[src/rtl/evt_irq_pkg.sv]
package evt_irq_pkg;
  localparam int EV_W     = 8;
  localparam int BIT_AUTO = 2;
  localparam int BIT_BUS  = 4;
  localparam int BIT_TICK = 7;

  localparam logic [EV_W-1:0] BUS_FLAGS = EV_W'((1 << BIT_BUS) | (1 << BIT_AUTO));
  localparam logic [EV_W-1:0] MASK_RST  = EV_W'((1 << BIT_BUS) | (1 << BIT_TICK));

  typedef enum logic [1:0] {
    OP_NONE = 2'd0,
    OP_ACK  = 2'd1,
    OP_MASK = 2'd2,
    OP_RSVD = 2'd3
  } evt_op_e;
endpackage

[src/rtl/evt_tick_gen.sv]
module evt_tick_gen #(
  parameter int TICKS_PER_SEC = 1000
) (
  input  logic clk,
  input  logic rst_n,
  input  logic tick_en,
  output logic tick_o
);
  localparam int CW = (TICKS_PER_SEC > 1) ? $clog2(TICKS_PER_SEC) : 1;
  localparam logic [CW-1:0] LAST = CW'(TICKS_PER_SEC - 1);

  logic [CW-1:0] cnt_q, cnt_d;

  always_comb begin
    cnt_d  = cnt_q;
    tick_o = 1'b0;
    if (tick_en) begin
      if (cnt_q == LAST) begin
        cnt_d  = '0;
        tick_o = 1'b1;
      end else begin
        cnt_d = cnt_q + CW'(1);
      end
    end
  end

  always_ff @(posedge clk or negedge rst_n) begin
    if (!rst_n) cnt_q <= '0;
    else if (tick_en) cnt_q <= cnt_d;
  end
endmodule

[src/rtl/evt_core.sv]
module evt_core
  import evt_irq_pkg::*;
#(
  parameter int RPL_MAX = 8,
  parameter int LW      = $clog2(RPL_MAX + 1)
) (
  input  logic                   clk,
  input  logic                   rst_n,
  input  logic                   tick,
  input  logic                   rpl_post,
  input  logic                   rpl_auto,
  input  logic [LW-1:0]          rpl_len,
  input  logic [8*RPL_MAX-1:0]   rpl_data,
  input  logic                   ack_go,
  input  logic                   mask_wr,
  input  logic [EV_W-1:0]        mask_val,
  output logic [EV_W-1:0]        pend_q,
  output logic [EV_W-1:0]        mask_q,
  output logic [8*RPL_MAX-1:0]   rbuf_q,
  output logic [LW-1:0]          rlen_q,
  output logic                   irq_n
);
  localparam logic [LW-1:0] LEN_CAP = LW'(RPL_MAX);

  logic [EV_W-1:0] pend_d, set_v, clr_v, mask_d;
  logic [LW-1:0]   rlen_d, take_len;
  logic            rpl_take;

  always_comb begin
    rpl_take = rpl_post && !(rpl_auto && pend_q[BIT_BUS]);
    take_len = (rpl_len > LEN_CAP) ? LEN_CAP : rpl_len;

    set_v = '0;
    if (tick)     set_v[BIT_TICK] = 1'b1;
    if (rpl_take) set_v[BIT_BUS]  = 1'b1;

    clr_v = '0;
    if (ack_go) clr_v = pend_q[BIT_BUS] ? BUS_FLAGS : '1;

    pend_d = (pend_q & ~clr_v) | set_v;
    if (rpl_take) pend_d[BIT_AUTO] = rpl_auto;

    rlen_d = rlen_q;
    if (ack_go && pend_q[BIT_BUS]) rlen_d = '0;
    if (rpl_take) rlen_d = take_len;

    mask_d = mask_wr ? mask_val : mask_q;
  end

  always_ff @(posedge clk or negedge rst_n) begin
    if (!rst_n) begin
      pend_q <= '0;
      mask_q <= MASK_RST;
      rlen_q <= '0;
    end else begin
      pend_q <= pend_d;
      mask_q <= mask_d;
      rlen_q <= rlen_d;
    end
  end

  always_ff @(posedge clk or negedge rst_n) begin
    if (!rst_n) rbuf_q <= '0;
    else if (rpl_take) rbuf_q <= rpl_data;
  end

  assign irq_n = ~|(pend_q & mask_q);
endmodule

[src/rtl/evt_rsp_ser.sv]
module evt_rsp_ser #(
  parameter int RPL_MAX = 8,
  parameter int LW      = $clog2(RPL_MAX + 1),
  parameter int SW      = $clog2(RPL_MAX + 2)
) (
  input  logic                 clk,
  input  logic                 rst_n,
  input  logic                 load,
  input  logic                 load_bus,
  input  logic [7:0]           head,
  input  logic [8*RPL_MAX-1:0] rbuf,
  input  logic [LW-1:0]        rlen,
  output logic                 rsp_valid,
  output logic [7:0]           rsp_data,
  output logic                 rsp_last,
  output logic [SW-1:0]        rsp_len
);
  localparam int BW = 8 * (RPL_MAX + 1);

  logic [BW-1:0] sbuf_q, sbuf_d;
  logic [SW-1:0] slen_q, slen_d, idx_q, idx_d;
  logic          act_q, act_d, at_end;

  assign at_end = (idx_q == slen_q - SW'(1));

  always_comb begin
    sbuf_d = sbuf_q;
    slen_d = slen_q;
    idx_d  = idx_q;
    act_d  = act_q;
    if (load) begin
      sbuf_d = {rbuf, head};
      slen_d = load_bus ? (SW'(rlen) + SW'(1)) : SW'(1);
      idx_d  = '0;
      act_d  = 1'b1;
    end else if (act_q) begin
      if (at_end) act_d = 1'b0;
      else        idx_d = idx_q + SW'(1);
    end
  end

  always_ff @(posedge clk or negedge rst_n) begin
    if (!rst_n) begin
      act_q  <= 1'b0;
      idx_q  <= '0;
      slen_q <= '0;
    end else begin
      act_q  <= act_d;
      idx_q  <= idx_d;
      slen_q <= slen_d;
    end
  end

  always_ff @(posedge clk or negedge rst_n) begin
    if (!rst_n) sbuf_q <= '0;
    else if (load) sbuf_q <= sbuf_d;
  end

  assign rsp_valid = act_q;
  assign rsp_data  = sbuf_q[8*idx_q +: 8];
  assign rsp_last  = act_q && at_end;
  assign rsp_len   = slen_q;
endmodule

[src/rtl/evt_irq_top.sv]
module evt_irq_top
  import evt_irq_pkg::*;
#(
  parameter int TICKS_PER_SEC = 1000,
  parameter int RPL_MAX       = 8,
  parameter int ARGC_W        = 4,
  localparam int LW           = $clog2(RPL_MAX + 1),
  localparam int SW           = $clog2(RPL_MAX + 2)
) (
  input  logic                 clk,
  input  logic                 rst_n,
  input  logic                 tick_en,
  input  logic                 rpl_post,
  input  logic                 rpl_auto,
  input  logic [LW-1:0]        rpl_len,
  input  logic [8*RPL_MAX-1:0] rpl_data,
  input  logic                 cmd_valid,
  input  logic [1:0]           cmd_op,
  input  logic [ARGC_W-1:0]    cmd_argc,
  input  logic [7:0]           cmd_arg,
  output logic                 irq_n,
  output logic                 rsp_valid,
  output logic [7:0]           rsp_data,
  output logic                 rsp_last,
  output logic [SW-1:0]        rsp_len
);
  logic                 tick_p, cmd_ok, ack_go, mask_wr;
  logic [EV_W-1:0]      pend_q, mask_q, head;
  logic [8*RPL_MAX-1:0] rbuf_q;
  logic [LW-1:0]        rlen_q;

  assign cmd_ok  = cmd_valid && !rsp_valid;
  assign ack_go  = cmd_ok && (cmd_op == OP_ACK)  && (cmd_argc == ARGC_W'(0));
  assign mask_wr = cmd_ok && (cmd_op == OP_MASK) && (cmd_argc == ARGC_W'(1));
  assign head    = pend_q[BIT_BUS] ? (pend_q & BUS_FLAGS) : pend_q;

  evt_tick_gen #(.TICKS_PER_SEC(TICKS_PER_SEC)) u_tick (
    .clk(clk), .rst_n(rst_n), .tick_en(tick_en), .tick_o(tick_p)
  );

  evt_core #(.RPL_MAX(RPL_MAX), .LW(LW)) u_core (
    .clk(clk), .rst_n(rst_n), .tick(tick_p),
    .rpl_post(rpl_post), .rpl_auto(rpl_auto), .rpl_len(rpl_len), .rpl_data(rpl_data),
    .ack_go(ack_go), .mask_wr(mask_wr), .mask_val(cmd_arg),
    .pend_q(pend_q), .mask_q(mask_q), .rbuf_q(rbuf_q), .rlen_q(rlen_q), .irq_n(irq_n)
  );

  evt_rsp_ser #(.RPL_MAX(RPL_MAX), .LW(LW), .SW(SW)) u_ser (
    .clk(clk), .rst_n(rst_n), .load(ack_go), .load_bus(pend_q[BIT_BUS]),
    .head(head), .rbuf(rbuf_q), .rlen(rlen_q),
    .rsp_valid(rsp_valid), .rsp_data(rsp_data), .rsp_last(rsp_last), .rsp_len(rsp_len)
  );
endmodule

[config.mk]
export PLATFORM = sky130hd
export DESIGN_NAME = evt_irq_top
export DESIGN_NICKNAME = d
export VERILOG_FILES = /design/src/rtl/evt_irq_pkg.sv /design/src/rtl/evt_tick_gen.sv /design/src/rtl/evt_core.sv /design/src/rtl/evt_rsp_ser.sv /design/src/rtl/evt_irq_top.sv
export SDC_FILE = /design/constraint.sdc
export NUM_CORES = 1
export LEC_CHECK = 0
export ABC_AREA = 0
export ABC_CLOCK_PERIOD_IN_PS = 2400
export CAP_MARGIN = 10
export CELL_PAD_IN_SITES_DETAIL_PLACEMENT = 1
export CELL_PAD_IN_SITES_GLOBAL_PLACEMENT = 1
export CORE_ASPECT_RATIO = 0.9
export CORE_MARGIN = 5
export CORE_UTILIZATION = 41
export DETAILED_ROUTE_END_ITERATION = 10
export PLACE_DENSITY_LB_ADDON = 0.05
export SETUP_SLACK_MARGIN = 0.15
export SYNTH_ARGS = -nofsm -noshare
export SYNTH_HDL_FRONTEND = slang
export SYNTH_HIERARCHICAL = 1
export SYNTH_SLANG_ARGS = --single-unit
export TNS_END_PERCENT = 50
[constraint.sdc]
create_clock -name clk -period 2.4 [get_ports clk]
set_input_delay 0.72 -clock clk [delete_from_list [all_inputs] [get_ports clk]]
set_output_delay 0.72 -clock clk [all_outputs]
set_load 0.02 [all_outputs]
# After elaboration in Yosys (flattened, before gate mapping)
# Cells that the tools add are included.
# W data, S select, Z words.
# totals
word_cells	61
in_bits	88
output_inout_bits	15
register_bits	175
# classes
n_mux	19
add_sub_neg	4
bitwise_logic	4
n_shift	1
n_reduce_logical	17
n_lt_le_gt_ge	1
eq_ne	6
# op_table
operator	count
$shiftx A72 B8 Y8	1
$mux W4	7
$mux W8	3
$and A8 B8 Y8	2
$add A10 B1 Y10 const B	1
$eq A10 B10 Y1 const B	1
$mux W10	1
$logic_and A1 B1 Y1	9
$add A4 B1 Y4 const B	2
$mux W1	8
$not A8 Y8	1
$or A8 B8 Y8	1
$reduce_or A8 Y1	1
$eq A4 B1 Y1 const B	1
$eq A4 B4 Y1	1
$gt A4 B4 Y1 const B	1
$logic_not A4 Y1	1
$reduce_bool A2 Y1	2
$sub A4 B1 Y4 const B	1
$logic_not A1 Y1	3
$eq A2 B1 Y1 const B	1
$eq A2 B2 Y1 const B	1
$ne A2 B1 Y1 const B	1
$reduce_and A2 Y1	1

# Depth between registers and ports, before layout
# Gate-level depths: netlist (run 1).
# logic_depth
ltp_word	9
depth_mapped	7

# Cells and area by module
# Netlist (run 1), hierarchy kept.
# by_module_without_submodules
mod	seq_area_each_um2	area_each_um2	instances	cells_per_inst
evt_rsp_ser	2026.9	3854.9	1	292
evt_core	2104.5	3271.9	1	193
evt_tick_gen	250.2	506.7	1	51
evt_irq_top	0.0	85.1	1	12

# Least setup slack after synthesis (run 1)
# Ideal clock, no wire load.
# synth_timing
kind	input-to-reg
startpoint	in cmd_op[1]
endpoint	reg u_ser.sbuf_q[44]
path_stages	5
arrival_ps	2678
n_path_buf	2
slack_ps	-403
setup_ps	125
path_cell_list	or4_4 > nor4_2 > clkbuf_1 > clkbuf_1 > mux2_2
# synth_via
elab_chain_len	3
# synth_rtl
item	line_no	text
start: declaration	evt_irq_top.sv:18	input logic [1:0] cmd_op,
$eq A2 B1 Y1	evt_irq_top.sv:33	assign ack_go = cmd_ok && (cmd_op == OP_ACK) && (cmd_argc == ARGC_W'(0));
$logic_and A1 B1 Y1 (2 in series)	evt_irq_top.sv:33	
named net ack_go	evt_irq_top.sv:27	logic tick_p, cmd_ok, ack_go, mask_wr;
end signal: assignment	evt_rsp_ser.sv:56	else if (load) sbuf_q <= sbuf_d;
end: declaration	evt_rsp_ser.sv:20	logic [BW-1:0] sbuf_q, sbuf_d;
# The timed path passes the listed nets, and every way through them passes these cells.
# A chain may end at the register's enable or synchronous reset.

# Worst setup path in the final report (run 1)
# layout_timing
startpoint	reg u_ser.idx_q[0]
endpoint	out rsp_data[2]
# layout_via
elab_chain_len	1
# layout_rtl
item	line_no	text
start: declaration	evt_rsp_ser.sv:21	logic [SW-1:0] slen_q, slen_d, idx_q, idx_d;
start signal: assignment	evt_rsp_ser.sv:49	idx_q <= idx_d;
$shiftx A72 B8 Y8	evt_rsp_ser.sv:60	assign rsp_data = sbuf_q[8*idx_q +: 8];
end: declaration	evt_irq_top.sv:23	output logic [7:0] rsp_data,
# Every way passes these cells.

==> flow_metrics.tcl, run 1 <==
set metrics [dict create \
    wl_per_cell_um 20.5 \
    syn_area_um2 7720 \
    fill_cells 1772 \
    total_power_w 0.0101 \
    n_antenna_cell 0 \
    final-hold-violation-count 0 \
    synth_top_family_by_area "multiplexers" \
    cts_buffer_depth 2 \
    crit_chain "buf_12, buf_16, mux2i_4, a22o_1, a21oi_2, a22o_1, buf_6" \
    drt_iter0_markers 138 \
    cts.sinks 175 \
    final_cells 961 \
    ys_ff_latch 175 \
    synthXorXnorAreaFrac 0.0113 \
    grt_max_degree 57 \
    r2r-start "u_ser/rsp_valid$_DFF_PN0_" \
    synth_fa_ha_area_frac 0.00648 \
    status "finished, violations left" \
    synth_edf_count 0 \
    crit_slowest_cell "dfrtp_2" \
    gp_congestion 0.781 \
    areaGrowthSynthToFinish_pct 39.2 \
    postLayoutCellArea_um2 10700 \
    ys_types 51 \
    cap_viol_max_count 0 \
    timing.hold.ws_ns 0.159 \
    p_leak_nw 4.73 \
    coreArea_um2 18500 \
    grt_pass1_vias 5654 \
    critPathKind "flip-flop to primary output" \
    crit_required_ns 1.68 \
    fin_worst_skew_ns 0.00869 \
    worstMarginPinSlew_ns 0.443 \
    wl_um 19700 \
    mostFrequentLayoutCell "dfrtp_1" \
    drt_first_pass_iters 4 \
    timing.final.crit_share 1.15 \
    r2r_slack_ns 0.09 \
    cp_data_arrival_time_ns 2.03 \
    worstRegToRegCells 6 \
    tritoncts "built" \
    critPathBufInv 3 \
    placed_area_um2 9320 \
    startpoint_type "flip-flop" \
    fp.dieH_um 140 \
    grt_pass1_wl_um 30600 \
    synth_flop_cell "dfrtp_1" \
    failed_checks "setup timing" \
    cellPowerDensity_nw_per_um2 940 \
    synthArstFlopShare 1.00 \
    path_max_fanout 8 \
    slew_headroom 0.702 \
    track_usage 0.178 \
    syn_area_per_cell_um2 14.1 \
    dp_hpwl_um 12500 \
    grt-ovfl-total 0 \
    grt_antenna_before_repair 0 \
    row_count 47 \
    cp-end-kind "primary output" \
    clock_latency_ns 0.42 \
    cts_max_level 4 \
    holdBufCountCts 0 \
    layout_common_cells "dfrtp_1, mux2_2, clkdlybuf4s50_1" \
    yosysWarnings 6 \
    setup_violations 9 \
    cpPeakStageDelay_ns 0.45 \
    final.min_clock_period_ns 2.75 \
    fmaxAchievable_mhz 363 \
    worst_slack_ns -0.352 \
    drcViolationCount 0 \
    vias 4975 \
    hold_class "input port to asynchronous set/reset pin" \
    drv_slew 0 \
    synth-simple-area-share 0.0595 \
    yosysSeqAreaShare 0.568 \
    clk_pin_slew_worst_paths_ns 0.07 \
    r2r_end "u_ser/sbuf_q[57]$_DFFE_PN0P_" \
    initial_core_util 0.418 \
    synthMuxAreaShare 0.265 \
    dieArea_um2 21700 \
    cts-root-buf "clkbuf_16" \
    ios 103 \
    synth_nets 640 \
    rsz0062_at_grt "true" \
    max-vdd-ir-drop_mv 0.543 \
    synth_compound_area_frac 0.0613 \
    dp.cells 908 \
    io_buffer_count 102 \
    dp_slack_ns -0.494 \
    antenna_left 0 \
    via_per_inst 5.18 \
    crit_top_cell "a22o_1" \
    crit_family "compound AO/OA/AOI/OAI gates" \
    die_w_um 155 \
    cts_made_buffers 17 \
    nNetsFinal 795 \
    syn_inst 548 \
    drive_gt1_frac 0.423 \
]
## Yosys cell counts, drive strengths merged, types with 5 or more instances
master,n,area (µm²)
nand2,13,48.8
a22o,16,140
xnor2,7,61.3
a21oi,12,60.1
nor2b,12,75.1
a21boi,5,48.8
clkbuf,8,30.0
inv,8,30.0
buf,21,161
a31oi,10,62.6
nand3,6,30.0
mux2,149,1720
o21ai,8,40.0
nand2b,7,43.8
mux2i,33,330
and2,5,31.3
or4,6,48.8
dfrtp,173,4330
## layer usage
metal	global-route usage	wire length (µm)
met1	0.244	9240
met3	0.0423	730
met4	0.0576	210
met2	0.283	9560
met5	0	0
## logic make-up (layout without fill, tap and decap cells)
family                   Yosys count  after routing
AO/OA/AOI/OAI                     67             67
adder cells (fa/ha/maj)            4              4
buffers and inverters             37            205
AND/OR/NAND/NOR                   73             73
flip-flops                       175            175
multiplexers                     182            182
XOR/XNOR                          10             10
## layout make-up
| class | instances | area [µm²] | area share |
|---|---|---|---|
| clock buffer | 18 | 439 | 0.0409 |
| clock inverter | 14 | 179 | 0.0167 |
| inverter | 8 | 30.0 | 0.00280 |
| multi-input combinational | 336 | 3520 | 0.328 |
| sequential | 175 | 4380 | 0.408 |
| tap | 245 | 307 | 0.0285 |
| timing repair buffer | 165 | 1880 | 0.175 |
## per-stage QoR
step,setup TNS (ns),utilization
after floorplan,-9.34,-
after global placement,-41.10,0.505
after detailed placement,-43.14,0.505
after CTS,-2.77,0.560
after global routing,-3.54,0.582
final,-2.84,0.582
## how the worst max path moves through the flow
stage | slack (ns) | cells after the start | startpoint | end
6_report | -0.35 | 7 | u_ser/idx_q[0]$_DFFE_PN0P_ | rsp_data[2]
2_1_floorplan | -0.14 | 5 | cmd_argc[1] | u_ser/sbuf_q[0]$_DFFE_PN0P_
5_1_grt | -0.43 | 7 | u_ser/idx_q[0]$_DFFE_PN0P_ | rsp_data[2]
3_5_place_dp | -0.49 | 6 | cmd_argc[1] | u_ser/sbuf_q[69]$_DFFE_PN0P_
4_1_cts | -0.40 | 7 | u_ser/idx_q[0]$_DFFE_PN0P_ | rsp_data[2]
3_3_place_gp | -0.46 | 6 | cmd_argc[1] | u_ser/sbuf_q[46]$_DFFE_PN0P_
## state kept, by name, indices dropped and copies added, names as in the netlist
name / flops
u_core/mask_q: 8
u_core/pend_q: 8
u_core/rbuf_q: 64
u_core/rlen_q: 4
u_ser/idx_q: 4
u_ser/rsp_len: 4
u_ser/rsp_valid: 1
u_ser/sbuf_q: 72
u_tick/cnt_q: 10
## repair_timing
action	4_1_cts	5_1_grt
gates resized for setup	116	64
buffers inserted	5	7
endpoints found under the setup margin	103	58
pin swaps	14	21
gates cloned	5	4
## power by group
| group | total [W] | internal [W] | switching, W |
|---|---|---|---|
| logic | 0.00336 | 0.00183 | 0.00153 |
| clock network | 0.00289 | 0.00169 | 0.00120 |
| registers | 0.00385 | 0.00344 | 0.000406 |
| total | 0.0101 | 0.00695 | 0.00314 |
(Power assumes the default switching activity.)
==> run 2, diff against run 1 <==
--- a/config.mk
+++ b/config.mk
@@ -7,14 +7,14 @@
 export LEC_CHECK = 0
 export ABC_AREA = 0
 export ABC_CLOCK_PERIOD_IN_PS = 2400
-export CAP_MARGIN = 10
+export CAP_MARGIN = 40
 export CELL_PAD_IN_SITES_DETAIL_PLACEMENT = 1
 export CELL_PAD_IN_SITES_GLOBAL_PLACEMENT = 1
 export CORE_ASPECT_RATIO = 0.9
 export CORE_MARGIN = 5
 export CORE_UTILIZATION = 41
 export DETAILED_ROUTE_END_ITERATION = 10
-export PLACE_DENSITY_LB_ADDON = 0.05
+export PLACE_DENSITY_LB_ADDON = 0.1
 export SETUP_SLACK_MARGIN = 0.15
 export SYNTH_ARGS = -nofsm -noshare
 export SYNTH_HDL_FRONTEND = slang
==> flow_metrics.tcl, run 2 (same netlist as run 1, synthesis figures left out) <==
set metrics [dict create \
    drv_slew 0 \
    hold_class "input port to asynchronous set/reset pin" \
    initial_core_util 0.418 \
    crit_required_ns 1.68 \
    fmaxAchievable_mhz 368 \
    via_per_inst 5.17 \
    rsz0062_at_grt "true" \
    slew_headroom 0.647 \
    worst_slack_ns -0.321 \
    cts.sinks 175 \
    total_power_w 0.00959 \
    cellPowerDensity_nw_per_um2 917 \
    clock_latency_ns 0.43 \
    antenna_left 0 \
    grt_pass1_vias 5694 \
    grt_antenna_before_repair 0 \
    timing.final.crit_share 1.13 \
    final.min_clock_period_ns 2.72 \
    drive_gt1_frac 0.393 \
    n_antenna_cell 0 \
    layout_common_cells "dfrtp_1, mux2_2, clkdlybuf4s50_1" \
    cts-root-buf "clkbuf_16" \
    die_w_um 155 \
    top_regs "u_ser/sbuf_q: 72 flops, u_core/rbuf_q: 64 flops, u_tick/cnt_q: 10 flops" \
    track_usage 0.176 \
    drt_first_pass_iters 4 \
    multi_input_area_um2 3400 \
    final-hold-violation-count 0 \
    final_util 0.567 \
    wl_per_cell_um 19.7 \
    largest_reg_flops 72 \
    grt_pass1_wl_um 30400 \
    io_buffer_count 102 \
    drcViolationCount 0 \
    fill_cells 1794 \
    grt_max_degree 57 \
    cp_data_arrival_time_ns 2.00 \
    ff_latch_area_um2 4380 \
    gp_congestion 0.773 \
    wl_um 18900 \
    cap_viol_max_count 0 \
    fin_worst_skew_ns 0.00890 \
    mostFrequentLayoutCell "dfrtp_1" \
    ios 103 \
    largest-register "u_ser/sbuf_q" \
    status "finished, violations left" \
    setup_violations 9 \
    failed_checks "setup timing" \
    p_leak_nw 4.63 \
    tritoncts "built" \
    worstMarginPinSlew_ns 0.530 \
    areaGrowthSynthToFinish_pct 35.6 \
    nNetsFinal 791 \
    startpoint_type "flip-flop" \
    vias 4952 \
    row_count 47 \
    drt_iter0_markers 125 \
    max-vdd-ir-drop_mv 0.532 \
    cp-end-kind "primary output" \
    coreArea_um2 18500 \
    critPathKind "flip-flop to primary output" \
    clk_pin_slew_worst_paths_ns 0.06 \
    fp.dieH_um 140 \
    holdBufCountCts 0 \
    grt-ovfl-total 0 \
    dieArea_um2 21700 \
    cts_max_level 4 \
    dp_hpwl_um 13000 \
    cts_made_buffers 17 \
    cts_buffer_depth 2 \
    path_max_fanout 8 \
]
-- run 2: cell count changes in the layout (fill, tap and decap cells not counted), sizes merged --
| cell | delta |
|---|---|
| clkdlybuf4s15 | -1 |
| clkinv | -2 |
| inv | -5 |
| buf | -1 |
| bufinv | -1 |
| clkbuf | +5 |
| clkdlybuf4s50 | +1 |
-- run 2: per-stage QoR --
step / setup TNS (ns) / hold WS [ns] / worst slack, ns / std cells / instance area [µm²]
3_5_place_dp: -45.20 / 0.493 / -0.512 / 912 / 9330
3_3_place_gp: -42.30 / 0.482 / -0.464 / 912 / 9330
2_1_floorplan: -9.34 / 0.424 / -0.145 / 548 / 7800
6_report: -2.50 / 0.255 / -0.321 / 957 / 10500
4_1_cts: -2.78 / 0.261 / -0.349 / 952 / 10100
5_1_grt: -3.21 / 0.291 / -0.407 / 957 / 10500
-- run 2: layout make-up --
class / instances / area share
Clock buffer: 26 / 0.0467
Timing Repair Buffer: 161 / 0.169
Clock inverter: 6 / 0.00837
Multi-Input combinational cell: 336 / 0.325
Tap cell: 245 / 0.0293
Sequential cell: 175 / 0.419
Inverter: 8 / 0.00287
-- run 2: routing by layer --
layer / vias to the layer above / GRT usage / share of wire / wire (µm)
met4: 0 / 0.0572 / 0.014 / 263
met1: 2546 / 0.239 / 0.48 / 8960
met3: 20 / 0.0413 / 0.034 / 650
met2: 90 / 0.282 / 0.48 / 8990
met5: - / 0 / 0 / 0
li1: 2296 / - / - / -
-- run 2: report_power, final --
part           leakage [nW]  internal [W]  total (W)  switching [W]
registers              2.21       0.00345    0.00383       0.000384
clock network         0.271       0.00162    0.00272        0.00110
logic                  2.15       0.00164    0.00304        0.00141
total                  4.63       0.00670    0.00959        0.00290
-- run 2: critical path, cell delays in order (launching register included) --
cell     delay (ns)
dfrtp_2        0.46
buf_12         0.15
buf_16         0.14
mux2i_1        0.13
a22o_1         0.22
a21oi_2        0.16
a22o_1         0.19
buf_6          0.13
-- run 2: path summary, 6_finish.rpt --
| path | start | endpoint | slack [ns] | cells past startpoint |
|---|---|---|---|---|
| min reg2reg | u_core/rbuf_q[5]$_DFFE_PN0P_ | u_core/rbuf_q[5]$_DFFE_PN0P_ | 0.50 | 1 |
| min in group clk | u_core/rbuf_q[5]$_DFFE_PN0P_ | u_core/rbuf_q[5]$_DFFE_PN0P_ | 0.50 | 1 |
| max reg2reg | u_ser/rsp_valid$_DFF_PN0_ | u_ser/sbuf_q[0]$_DFFE_PN0P_ | 0.09 | 7 |
| min | rst_n | u_core/rbuf_q[18]$_DFFE_PN0P_ | 0.25 | 1 |
| max in group asynchronous | rst_n | u_core/mask_q[4]$_DFFE_PN1P_ | 1.46 | 2 |
| max | u_ser/idx_q[0]$_DFFE_PN0P_ | rsp_data[0] | -0.32 | 7 |
-- run 2: timing repair --
item	in CTS	in global routing
hold endpoints to repair	0	0
gates cloned	4	2
gates resized for setup	78	67
buffers inserted	4	3
pin swaps	5	11
endpoints found under the setup margin	102	83
==> run 3, diff against run 2 <==
--- a/config.mk
+++ b/config.mk
@@ -20,4 +20,4 @@
 export SYNTH_HDL_FRONTEND = slang
 export SYNTH_HIERARCHICAL = 1
 export SYNTH_SLANG_ARGS = --single-unit
-export TNS_END_PERCENT = 50
+export TNS_END_PERCENT = 1
==> flow_metrics.tcl, run 3 (same netlist as run 1, synthesis figures left out) <==
set metrics [dict create \
    placed_area_um2 9330 \
    multi_input_area_um2 3210 \
    worstMarginPinSlew_ns 0.536 \
    final-hold-violation-count 0 \
    drcViolationCount 0 \
    cellPowerDensity_nw_per_um2 935 \
    fmaxAchievable_mhz 368 \
    crit_required_ns 1.68 \
    fp.dieH_um 140 \
    io_buffer_count 102 \
    gp_congestion 0.773 \
    ff_latch_area_um2 4380 \
    postLayoutCellArea_um2 10000 \
    max-vdd-ir-drop_mv 0.487 \
    grt-ovfl-total 0 \
    antenna_left 0 \
    coreArea_um2 18500 \
    total_power_w 0.00939 \
    setup_violations 9 \
    drv_slew 0 \
    crit_top_cell "a22o_1" \
    row_count 47 \
    worst_slack_ns -0.317 \
    final.min_clock_period_ns 2.72 \
    p_leak_nw 4.49 \
    cts_max_level 4 \
    critPathKind "flip-flop to primary output" \
    rsz0062_at_grt "true" \
    timing.final.crit_share 1.13 \
    wl_um 17800 \
    cp_data_arrival_time_ns 2.00 \
    setup_tns_ns -2.40 \
    status "finished, violations left" \
    grt_antenna_before_repair 0 \
    grt_pass1_vias 5610 \
    drive_gt1_frac 0.366 \
    initial_core_util 0.418 \
    mostFrequentLayoutCell "dfrtp_1" \
    crit_slowest_cell "dfrtp_2" \
    vias 4845 \
    layout_common_cells "dfrtp_1, mux2_2, clkdlybuf4s50_1" \
    failed_checks "setup timing" \
    final_util 0.544 \
    path_max_fanout 8 \
    nNetsFinal 783 \
    fin_worst_skew_ns 0.00769 \
    dp_hpwl_um 13000 \
    drt_iter0_markers 126 \
    startpoint_type "flip-flop" \
    cap_viol_max_count 0 \
    holdBufCountCts 0 \
    n_antenna_cell 0 \
    grt_pass1_wl_um 29800 \
    hold_class "input port to asynchronous set/reset pin" \
    top_regs "u_ser/sbuf_q: 72 flops, u_core/rbuf_q: 64 flops, u_tick/cnt_q: 10 flops" \
    slew_headroom 0.643 \
    wl_per_cell_um 18.7 \
    cts_made_buffers 17 \
    largest-register "u_ser/sbuf_q" \
    dieArea_um2 21700 \
    ios 103 \
    track_usage 0.172 \
    grt_max_degree 57 \
    timing.hold.ws_ns 0.259 \
    crit_chain "buf_12, buf_16, mux2i_1, a22o_1, a21oi_2, a22o_1, buf_4" \
    areaGrowthSynthToFinish_pct 30.1 \
    drt_first_pass_iters 4 \
    cts-root-buf "clkbuf_16" \
    fill_cells 1826 \
    tritoncts "built" \
    cts.sinks 175 \
    die_w_um 155 \
    cts_buffer_depth 2 \
    via_per_inst 5.11 \
    cpPeakStageDelay_ns 0.46 \
    clk_pin_slew_worst_paths_ns 0.06 \
    cp-end-kind "primary output" \
    largest_reg_flops 72 \
    clock_latency_ns 0.42 \
]
==> run 3: changes by cell type in the layout (fill, tap and decap cells not counted), sizes merged <==
cell	previous run	this run
buf	68	62
clkbuf	28	26
dlygate4sd2	4	7
clkdlybuf4s15	2	0
clkdlybuf4s50	84	83
==> run 3: repair_timing <==
item,4_1_cts,5_1_grt
setup endpoints to repair,102,11
pin swaps,5,5
cloned,1,0
buffers inserted,2,2
gates resized for setup,70,8
==> run 3: where the power goes <==
group	switching, W	leakage, nW	internal (W)
clock network	0.00109	0.271	0.00162
logic	0.00134	2.01	0.00152
registers	0.000372	2.21	0.00344
==> run 3: metrics by stage <==
stage / worst slack [ns] / instances
finish: -0.317 / 949
global route: -0.387 / 949
CTS: -0.349 / 947
detailed placement: -0.512 / 912
global placement: -0.464 / 912
floorplan: -0.145 / 548
==> run 3: layout make-up <==
type                       count  area share
clock inverter                 6     0.00872
inverter                       8     0.00299
tap                          245      0.0305
clock buffer                  26      0.0487
timing repair buffer         153       0.153
multi-input combinational    336       0.319
sequential                   175       0.436
==> run 3: path summary, 6_finish.rpt <==
check	startpoint	end	slack (ns)	cells past startpoint
hold / removal	rst_n	u_core/rbuf_q[18]$_DFFE_PN0P_	0.26	1
setup / recovery	u_ser/idx_q[0]$_DFFE_PN0P_	rsp_data[0]	-0.32	7
min in group clk	u_core/rbuf_q[38]$_DFFE_PN0P_	u_core/rbuf_q[38]$_DFFE_PN0P_	0.50	1
setup reg to reg	u_ser/rsp_valid$_DFF_PN0_	u_ser/sbuf_q[45]$_DFFE_PN0P_	0.21	5
max in group asynchronous	rst_n	u_core/mask_q[4]$_DFFE_PN1P_	1.46	2
hold reg to reg	u_core/rbuf_q[38]$_DFFE_PN0P_	u_core/rbuf_q[38]$_DFFE_PN0P_	0.50	1
==> run 3: layer usage <==
metal / part of all wire / vias to the layer above / wire length [µm] / global-route usage
met5: 0 / - / 0 / 0
met4: 0.012 / 0 / 211 / 0.0516
met3: 0.037 / 16 / 651 / 0.0429
met2: 0.48 / 84 / 8470 / 0.277
met1: 0.47 / 2462 / 8430 / 0.233
li1: - / 2283 / - / -
==> run 3: worst max-delay path, delay by kind of cell (launching register included) <==
| kind | cells | cell delay, ns |
|---|---|---|
| buffers and inverters | 3 | 0.43 |
| AO/OA/AOI/OAI | 3 | 0.56 |
| multiplexers | 1 | 0.13 |
| flip-flops | 1 | 0.46 |
